File: config.mk
export PLATFORM = sky130hd
export DESIGN_NAME = seqgen_lfsr
export DESIGN_NICKNAME = d
export VERILOG_FILES = /design/src/rtl/seqgen_lfsr.sv
export SDC_FILE = /design/constraint.sdc
export NUM_CORES = 1
export LEC_CHECK = 0
export CAP_MARGIN = 10
export CORE_AREA = 2 2 39 41
export DETAILED_ROUTE_END_ITERATION = 16
export DIE_AREA = 0 0 41 43
export DONT_BUFFER_PORTS = 1
export PLACE_DENSITY = 0.3
export SLEW_MARGIN = 0
export SYNTH_ARGS = -nofsm -noshare
export SYNTH_HDL_FRONTEND = slang
export SYNTH_SLANG_ARGS = --single-unit
export TNS_END_PERCENT = 1
File: constraint.sdc
create_clock -name clk -period 1.6 [get_ports clk]
set_input_delay 0.08 -clock clk [delete_from_list [all_inputs] [get_ports clk]]
set_output_delay 0.08 -clock clk [all_outputs]
set_load 0.05 [all_outputs]
File: src/rtl/seqgen_lfsr.sv
module seqgen_lfsr #(
  parameter int WIDTH = 4,
  parameter logic [WIDTH-1:0] SEED = {WIDTH{1'b1}}
) (
  input  logic             clk,
  input  logic             rst_n,
  input  logic             load,
  input  logic [WIDTH-1:0] seed,
  output logic [WIDTH-1:0] q,
  output logic             y
);
  localparam logic [WIDTH-1:0] ALL_ZERO = '0;

  logic [WIDTH-1:0] state;
  logic             fb;
  logic             locked;

  assign fb     = state[1] ^ state[0];
  assign locked = (state == ALL_ZERO);

  always_ff @(posedge clk) begin
    if (!rst_n)      state <= SEED;
    else if (load)   state <= seed;
    else if (locked) state <= SEED;
    else             state <= {fb, state[WIDTH-1:1]};
  end

  assign q = state;
  assign y = fb;
endmodule

# Word-level counts from Yosys, hierarchy flattened
# Index checks and enable logic that the tools add are counted.
dict set report word_totals {
  ram_bits 0
  word_cells 5
  memories 0
  latchBits 0
  register_bits 4
  romBits 0
}
dict set report classes {
  reduce_logical 1
  n_shift 0
  muxes 2
  bitwise_logic 1
  multipliers 0
  n_eq_ne 0
  order_cmp 0
  n_addsub 0
  n_div 0
}
# operator count
set op_table {}
lappend op_table {{$mux W4} 2}
lappend op_table {{$logic_not A4 Y1} 1}
lappend op_table {{$xor A1 B1 Y1} 1}

# Logic depth before layout (Yosys ltp)
# Gate-level depths: netlist of run 1.
dict set report logic_depth {
  ltp_word 3
  depth_mapped 5
  depth_no_buf 5
}

# Worst setup path before layout of run 1
# No wires, ideal clock.
dict set report synth_timing {
  kind {register -> register}
  from {register state[1] (netlist: q[1])}
  to {register state[3] (netlist: q[3])}
  period_less_slack_ns 1.581
  n_path_buf 0
  path_stages_with_launch 5
  slack_ns 0.019
  setup_time_ns 0.117
  arrival_time_ns 1.464
  path_cell_list {dfxtp_1 inv_1 ha_1 mux2i_1 nand2_1}
}
dict set report synth_between {
  elab_chain_cells 3
  elab_cells_between_ends 4
}
# item line_no
set synth_lines {}
lappend synth_lines {{start: declaration} 14} ;# logic [WIDTH-1:0] state;
lappend synth_lines {{start signal: assignment} 25} ;# else state <= {fb, state[WIDTH-1:1]};
lappend synth_lines {{$xor A1 B1 Y1} 18} ;# assign fb = state[1] ^ state[0];
lappend synth_lines {{net y} 10} ;# output logic y
lappend synth_lines {{$mux W4} 24} ;# else if (locked) state <= SEED;
lappend synth_lines {{$mux W4} 23} ;# else if (load) state <= seed;
# The timed path passes the listed nets, and every way through them passes these cells.
# A chain may end at the register's enable or synchronous reset.

# Final worst setup path of run 1
dict set report layout_timing {
  from {register state[0] (netlist: q[0])}
  to {output y}
}
dict set report layout_between {
  elab_chain_cells 1
}
# item line_no
set layout_lines {}
lappend layout_lines {{$xor A1 B1 Y1} 18}
lappend layout_lines {{end: declaration} 10}
# Every way passes these cells.

==> results of run 1 <==
[metrics by stage]
step / setup WS [ps] / util (%) / hold WS [ps] / area [µm²]
finish: 427 / 22.3 / 5.79 / 309
CTS: 411 / 22.3 / 4.31 / 309
floorplan: 19.0 / - / 156 / 200
detailed placement: 516 / 17.8 / 169 / 246
global placement: 515 / 17.8 / 162 / 246
global route: 353 / 22.3 / 13.2 / 309
[cells by family (layout without fill, tap and decap cells)]
kind of cell	after synthesis	after routing
AND/OR/NAND/NOR	9	9
buffers and inverters	3	14
AO/OA/AOI/OAI	4	4
multiplexers	1	1
flip-flops	4	4
adder cells (fa/ha/maj)	1	1
[power breakdown]
group          leakage (nW)  internal (mW)  total [mW]  switching (mW)
Clock                0.0138         0.0838       0.124          0.0400
Sequential           0.0333          0.107       0.112         0.00467
Combinational        0.0957         0.0292      0.0787          0.0494
[timing repair]
| item | CTS | global route |
|---|---|---|
| hold buffers | 4 | 0 |
| setup buffers | 0 | 0 |
| endpoints found under the hold margin | 4 | 0 |
[how the worst max path moves through the flow]
| stage | end | depth (start not counted) |
|---|---|---|
| after floorplan | q[3]$_SDFF_PN1_ | 4 |
| after detailed placement | q[0]$_SDFF_PN1_ | 5 |
| after CTS | y | 3 |
| after global routing | y | 3 |
| after global placement | q[0]$_SDFF_PN1_ | 5 |
| final | y | 3 |
[cells in the mapped netlist]
| master | n | area [µm²] |
|---|---|---|
| sky130_fd_sc_hd__inv_1 | 2 | 7.51 |
| sky130_fd_sc_hd__and2b_4 | 1 | 10.0 |
| sky130_fd_sc_hd__nor2b_1 | 3 | 18.8 |
| sky130_fd_sc_hd__buf_6 | 1 | 11.3 |
| sky130_fd_sc_hd__nand2_1 | 2 | 7.51 |
| sky130_fd_sc_hd__nor2_1 | 1 | 3.75 |
| sky130_fd_sc_hd__o21ai_1 | 1 | 5.00 |
| sky130_fd_sc_hd__nor3_1 | 2 | 10.0 |
| sky130_fd_sc_hd__a21boi_2 | 1 | 11.3 |
| sky130_fd_sc_hd__o211ai_1 | 1 | 7.51 |
| sky130_fd_sc_hd__mux2i_1 | 1 | 10.0 |
| sky130_fd_sc_hd__o21ai_0 | 1 | 5.00 |
| sky130_fd_sc_hd__ha_1 | 1 | 12.5 |
| sky130_fd_sc_hd__dfxtp_1 | 4 | 80.1 |
[cell type report]
type	count	area, µm²
repair buffers	9	77.6
clock buffers	3	22.5
well taps	16	20.0
multi-input cells	15	101
inverters	2	7.51
fillers	152	1070
flip-flops and latches	4	80.1
[worst max-delay path, delay by kind of cell, from the launching register on]
family	cells	cell delay (ps)
adders and majority gates	1	300
buffers and inverters	2	240
DFF	1	320
[layer usage]
metal  track usage (%)  share of wire (%)  vias up
met4              2.00                  0        0
met2              8.13                 45       11
met3              8.38                 16        0
met5                 0                  0        -
li1                  -                  -       95
met1              7.40                 38       71
==> results.md, run 1 <==
- The flow ran to the end, and the final reports show no timing, DRC or antenna violations.
- The number of stages on the worst hold path is 2.
- Counting flops and latches in the post-synthesis netlist gives 4.
- In the routed design, unresolved DRC markers number 0.
- The portion of the clock cycle consumed by the worst path in the final layout is 73.3%.
- Compared with the post-synthesis result, the final layout area differs by 54.4%.
- The worst IR drop on VDD is 413 µV.
- The clock drives 4 sinks.
- The via total after detailed routing is 177.
- The initial DRC count is 2.
- For hold timing, the worst endpoint is q[1]$_SDFF_PN1_.
- The initial antenna violation count is 0.
- In this run the critical register-to-register path is launched from q[0]$_SDFF_PN1_.
- Setup repair after global routing left no endpoint under its margin.
- The most frequent standard cell in the layout excluding fill and tap cells is sky130_fd_sc_hd__buf_4.
- The worst hold path startpoint is seed[1].
- The power per unit of standard cell area is 1020 nW/µm².
- For the worst flop-to-flop path, the logic depth is 5.
- The startpoint of the worst setup timing path is q[0]$_SDFF_PN1_.
- The floorplan step set the die width to 41 µm.
- The clock latency on the worst-skew pair is 240 ps.
- 12 I/O pins were placed.
- The cell sitting at the root of the clock tree is a sky130_fd_sc_hd__clkbuf_4.
- The global placement routability congestion is 0.696.
- The main combinational cell family by area after synthesis is simple AND/OR/NAND/NOR gates.
- The basic-gate share of the synthesized area counting and, or, nand and nor cells is 25.0%.
- The core region area is 1380 µm².
- Port buffering added 0 buffers.
- The power after layout is 315 µW.
- Leaving out filler cells and counting taps, the final layout contains 49.
- The final antenna-violating net count is 0.
- Entering global routing, the biggest net connects 7 pins.
- Leaving out fill and tap cells, the most frequent cells in the layout are sky130_fd_sc_hd__buf_4, sky130_fd_sc_hd__dlygate4sd3_1, sky130_fd_sc_hd__dfxtp_1.
- The net count after synthesis is 30.
- The TritonCTS buffer count is 3.
- The post-layout minimum cycle time is 1170 ps.
- Dividing the detail-routed wire length by the instance count gives 9.00 µm.
- Derived from the worst setup path, the maximum achievable clock frequency is 853 MHz.
- The buffer levels on the longest clock path is 2.
- The total count of max-transition violations in the final report is 0.
- The post-synthesis instance total is 22.
- Summing the sequential cell areas from Yosys gives 40.0% of the chip area.
- The die is 43 µm tall.
- Along the worst path, the maximum fanout reaches 2.
- Max-cap violations in this run came to 0.
- The leftover overflow at the end of global routing is 0.
- The distinct cell type count after synthesis is 14.
- Measured against its own limit, the worst slew margin works out to 87.5%.
- For this design, the slowest cell found on the critical path is sky130_fd_sc_hd__dfxtp_1.
- In this run the worst hold path is classified as primary input to flop.
- The floorplan step defined a die boundary enclosing 1760 µm².
- For this run, the number of Yosys warnings is 0.
- 0 antenna diodes ended up in the layout.
- The kind of critical path is flop to primary output.
- The required time reported for the critical path endpoint is 1520 ps.
- The via count of the first global-routing pass is 176.
- The post-synthesis cell area is 200 µm².
- The average vias per placed instance is 3.61.
- On the worst path, the slowest cell contributes a delay of 320 ps.
- Before antenna repair, the detailed router went through 2 iterations.
- Including well taps, the total number of placed cells is 42.
- Of the post-synthesis cell area, the part taken by muxes is 5.00%.
- After Yosys synthesis, XOR and XNOR cells account for 0% of the synthesized area.
- STA puts the critical path data arrival time at 1090 ps.
- The total half-perimeter wirelength after legalization and detailed placement is 359 µm.
- In this run the static leakage power is 0.143 nW.
- TritonCTS built the clock tree.
- The count of endpoints failing hold in the final timing report came to 0.
- The floorplan has 14 rows.
- The register with the most flip-flops in the layout has 4 of them.
- In this run the critical register-to-register path is captured at q[0]$_SDFF_PN1_.
- The count of final setup violators is 0.
- The synthesized netlist devotes 6.25% of its cell area to adder and majority cells.
- In the final layout, the share of cells above drive strength 1 is 30.3%.
- For the final routed database, the setup TNS stands at 0 ps.
- The reg-to-reg setup timing slack is 510 ps.
- Global routing used 6.83% of the available tracks.
- The H-tree depth reported by CTS is 1.
- Across the routed clock network, the largest skew measured is 5.47 ps.
- After clock tree synthesis, the clock-pin slew on the worst setup and hold paths is 40 ps.
- The worst setup path is launched from a flop.
- The fraction of the mapped netlist area in compound gates is 14.4%.
- The type of element capturing the critical path is a primary output.
- The first global-routing pass estimated 731 µm of wire.
- The signal on the critical path passes through inv_1 > ha_1 > buf_4.
- Once the floorplan was initialized, standard cells occupied 14.5% of the core.
- After detailed routing, the total wire length is 441 µm.
- The count of nets after finishing is 43.
- A synthesized cell averages 9.10 µm².
- The slew at the pin with the worst max-slew slack is 187 ps.
- The number of gates resized after CTS was 0.
Power figures use the tool's default switching activity.
==> run 2: changes to the inputs <==
- clock period: 1.6 -> 1 ns (I/O delays scaled with it)
==> results.md, run 2 (synthesis gave the netlist of run 1 again) <==
- Timing would allow up to 928 MHz.
- Once the floorplan was initialized, standard cells occupied 14.5% of the core.
- In the global route stage, met2 resource usage came out at 9.38%.
- The power per unit of standard cell area is 1490 nW/µm².
- The count of antenna diodes in the layout is 0.
- For this block, the routed nets add up to 516 µm of wire.
- Setup violations remaining at the end of the flow were counted as 4.
- For met1 alone, demand over resource in global routing was 9.03%.
- The clock latency on the worst-skew pair is 240 ps.
- The maximum net fanout on the critical path is 2.
- The global-route track usage on met3 is 8.38%.
- The worst setup path is of the flop to primary output kind.
- In the final routed layout, each cell accounts on average for 9.74 µm.
- The post-route worst setup slack is -77.0 ps.
- The average vias per placed instance is 3.96.
- The slew at the pin with the worst max-slew slack is 207 ps.
- The worst slack at placement is -50.7 ps.
- After the flow finishes, the layout carries non-filler instances totaling 53.
- The cell leakage power is 0.154 nW.
- CTS built an H-tree with a depth of 1.
- After legalization and detailed placement, the total HPWL measured 401 µm.
- The smallest clock period supported by the final layout is computed as 1080 ps.
- The via count of the first global-routing pass was 189.
- The core region area is 1380 µm².
- Measured along the y axis, the die boundary spans 43 µm.
- TritonCTS built the clock tree.
- The utilization after layout is 27.3%.
- Across the VDD grid, the largest voltage drop is 572 µV.
- In this run the count of I/O pins placed on the die edge is 12.
- The floorplan step defined a die boundary enclosing 1760 µm².
- The total count of max-transition violations in the final report was 0.
- The fraction of final layout cells with drive strength greater than 1 is 51.4%.
- Between clock sinks in the finished design, the worst skew comes to 7.42 ps.
- The detailed-router iteration count before antenna repair is 2.
- For the worst setup path, the data required time is 950 ps.
- No sink is reached through more buffers than the 2 on the longest clock path.
- The cell total after placement is 43.
- The post-layout instance area is 378 µm².
- Buffers placed on the I/O ports in this run total 0.
- The type of element capturing the critical path is a primary output.
- The number of standard-cell rows in the floorplan is 14.
- For this run, design rule violations remaining after detail routing come to 0.
- Counting instances, the worst hold path has a depth of 2.
- The kind of launch point of the worst setup path is a flop.
- The global placement routability congestion is 0.675.
- Setup repair after global routing could not meet its margin everywhere.
- The floorplan step set the die width to 41 µm.
- In the final timing run, aggregate negative setup slack is -176 ps.
- The busiest layer in global routing is met2.
- The final reports fail on setup timing.
- The clock tree root driver cell is sky130_fd_sc_hd__clkbuf_4.
- At the worst endpoint, the arrival time is 1030 ps.
- The leftover overflow at the end of global routing is 0.
- Entering global routing, the biggest net connects 6 pins.
- The net count of the finished layout is 46.
- The worst pin sits at a relative slew slack of 86.2%.
- The via total after detailed routing is 210.
- The most frequent standard cell in the layout excluding fill and tap cells is sky130_fd_sc_hd__dlygate4sd3_1.
- The layout overhead on the synthesized area is 88.7%.
- After clock tree synthesis, the clock-pin slew on the worst setup and hold paths is 40 ps.
- Counting every sink on the clock net gives 4.
- The final antenna-violating net count is 0.
- The portion of the clock cycle consumed by the worst path in the final layout is 108%.
- After the first detailed-routing iteration, the DRC count stood at 4.
- The initial antenna violation count is 0.
- Global routing used 7.74% of the available tracks across all layers.
- The total of max-cap violations is 0.
- The length in cells of the worst reg-to-reg path is 5.
- The post-place instance area is 277 µm².
- The kind of path behind the tightest hold check is primary input to flop.
- The run finished, with violations left.
- The register with the most flip-flops in the layout has 4 of them.
- Buffers inserted during clock tree synthesis total 3.
- The library cells used most frequently in the layout, excluding fill and tap cells, are sky130_fd_sc_hd__dlygate4sd3_1, sky130_fd_sc_hd__buf_4, sky130_fd_sc_hd__nor2b_1, sky130_fd_sc_hd__clkbuf_4.
- The first global-routing pass estimated 841 µm of wire.
- The count of endpoints failing hold in the final timing report is 0.
==> run 2: cell count changes in the layout (fill, tap and decap cells not counted), sizes merged <==
cell	delta
buf	+1
dlygate4sd3	+2
clkbuf	+1
==> run 2: critical path, stage by stage (launching register included) <==
cell and delay (ps):
sky130_fd_sc_hd__dfxtp_4 350, sky130_fd_sc_hd__inv_4 40, sky130_fd_sc_hd__ha_4 260, sky130_fd_sc_hd__buf_8 140
==> run 2: where the power goes <==
part	switching (mW)	internal (mW)	leakage, nW
clock	0.0795	0.151	0.0150
sequential	0.00941	0.171	0.0329
combinational	0.0861	0.0673	0.106
total	0.175	0.389	0.154
==> run 2: area by class of cell <==
type,count,area [µm²]
inverters,2,10.0
flip-flops and latches,4,90.1
fillers,157,1010
well taps,16,20.0
repair buffers,12,113
clock buffers,4,26.3
multi-input cells,15,119
==> run 2: layer usage <==
metal | vias up | part of all wire, %
met3 | 0 | 14
met5 | - | 0
met2 | 12 | 46
met4 | 0 | 0
li1 | 103 | -
met1 | 95 | 40
==> run 2: metrics by stage <==
step | power, mW | hold slack (ps)
2_1_floorplan | 0.285 | 126
3_3_place_gp | 0.304 | 132
3_5_place_dp | 0.305 | 134
4_1_cts | 0.572 | 11.6
5_1_grt | 0.595 | 36.7
6_report | 0.564 | 5.61
==> run 2: path summary, 6_finish.rpt <==
check	startpoint	slack, ps	to
hold / removal	load	6	q[2]$_SDFF_PN1_
hold reg to reg	q[2]$_SDFF_PN1_	540	q[1]$_SDFF_PN1_
setup reg to reg	q[1]$_SDFF_PN1_	-60	q[0]$_SDFF_PN1_
setup / recovery	q[1]$_SDFF_PN1_	-80	y
==> run 2: repair_timing <==
| item | CTS | global route |
|---|---|---|
| gates resized for setup | 3 | 1 |
| setup endpoints to repair | 5 | 5 |
| buffers inserted | 0 | 0 |
| hold endpoints to repair | 4 | 0 |
| pin swaps | 1 | 0 |
| hold buffers | 6 | 0 |
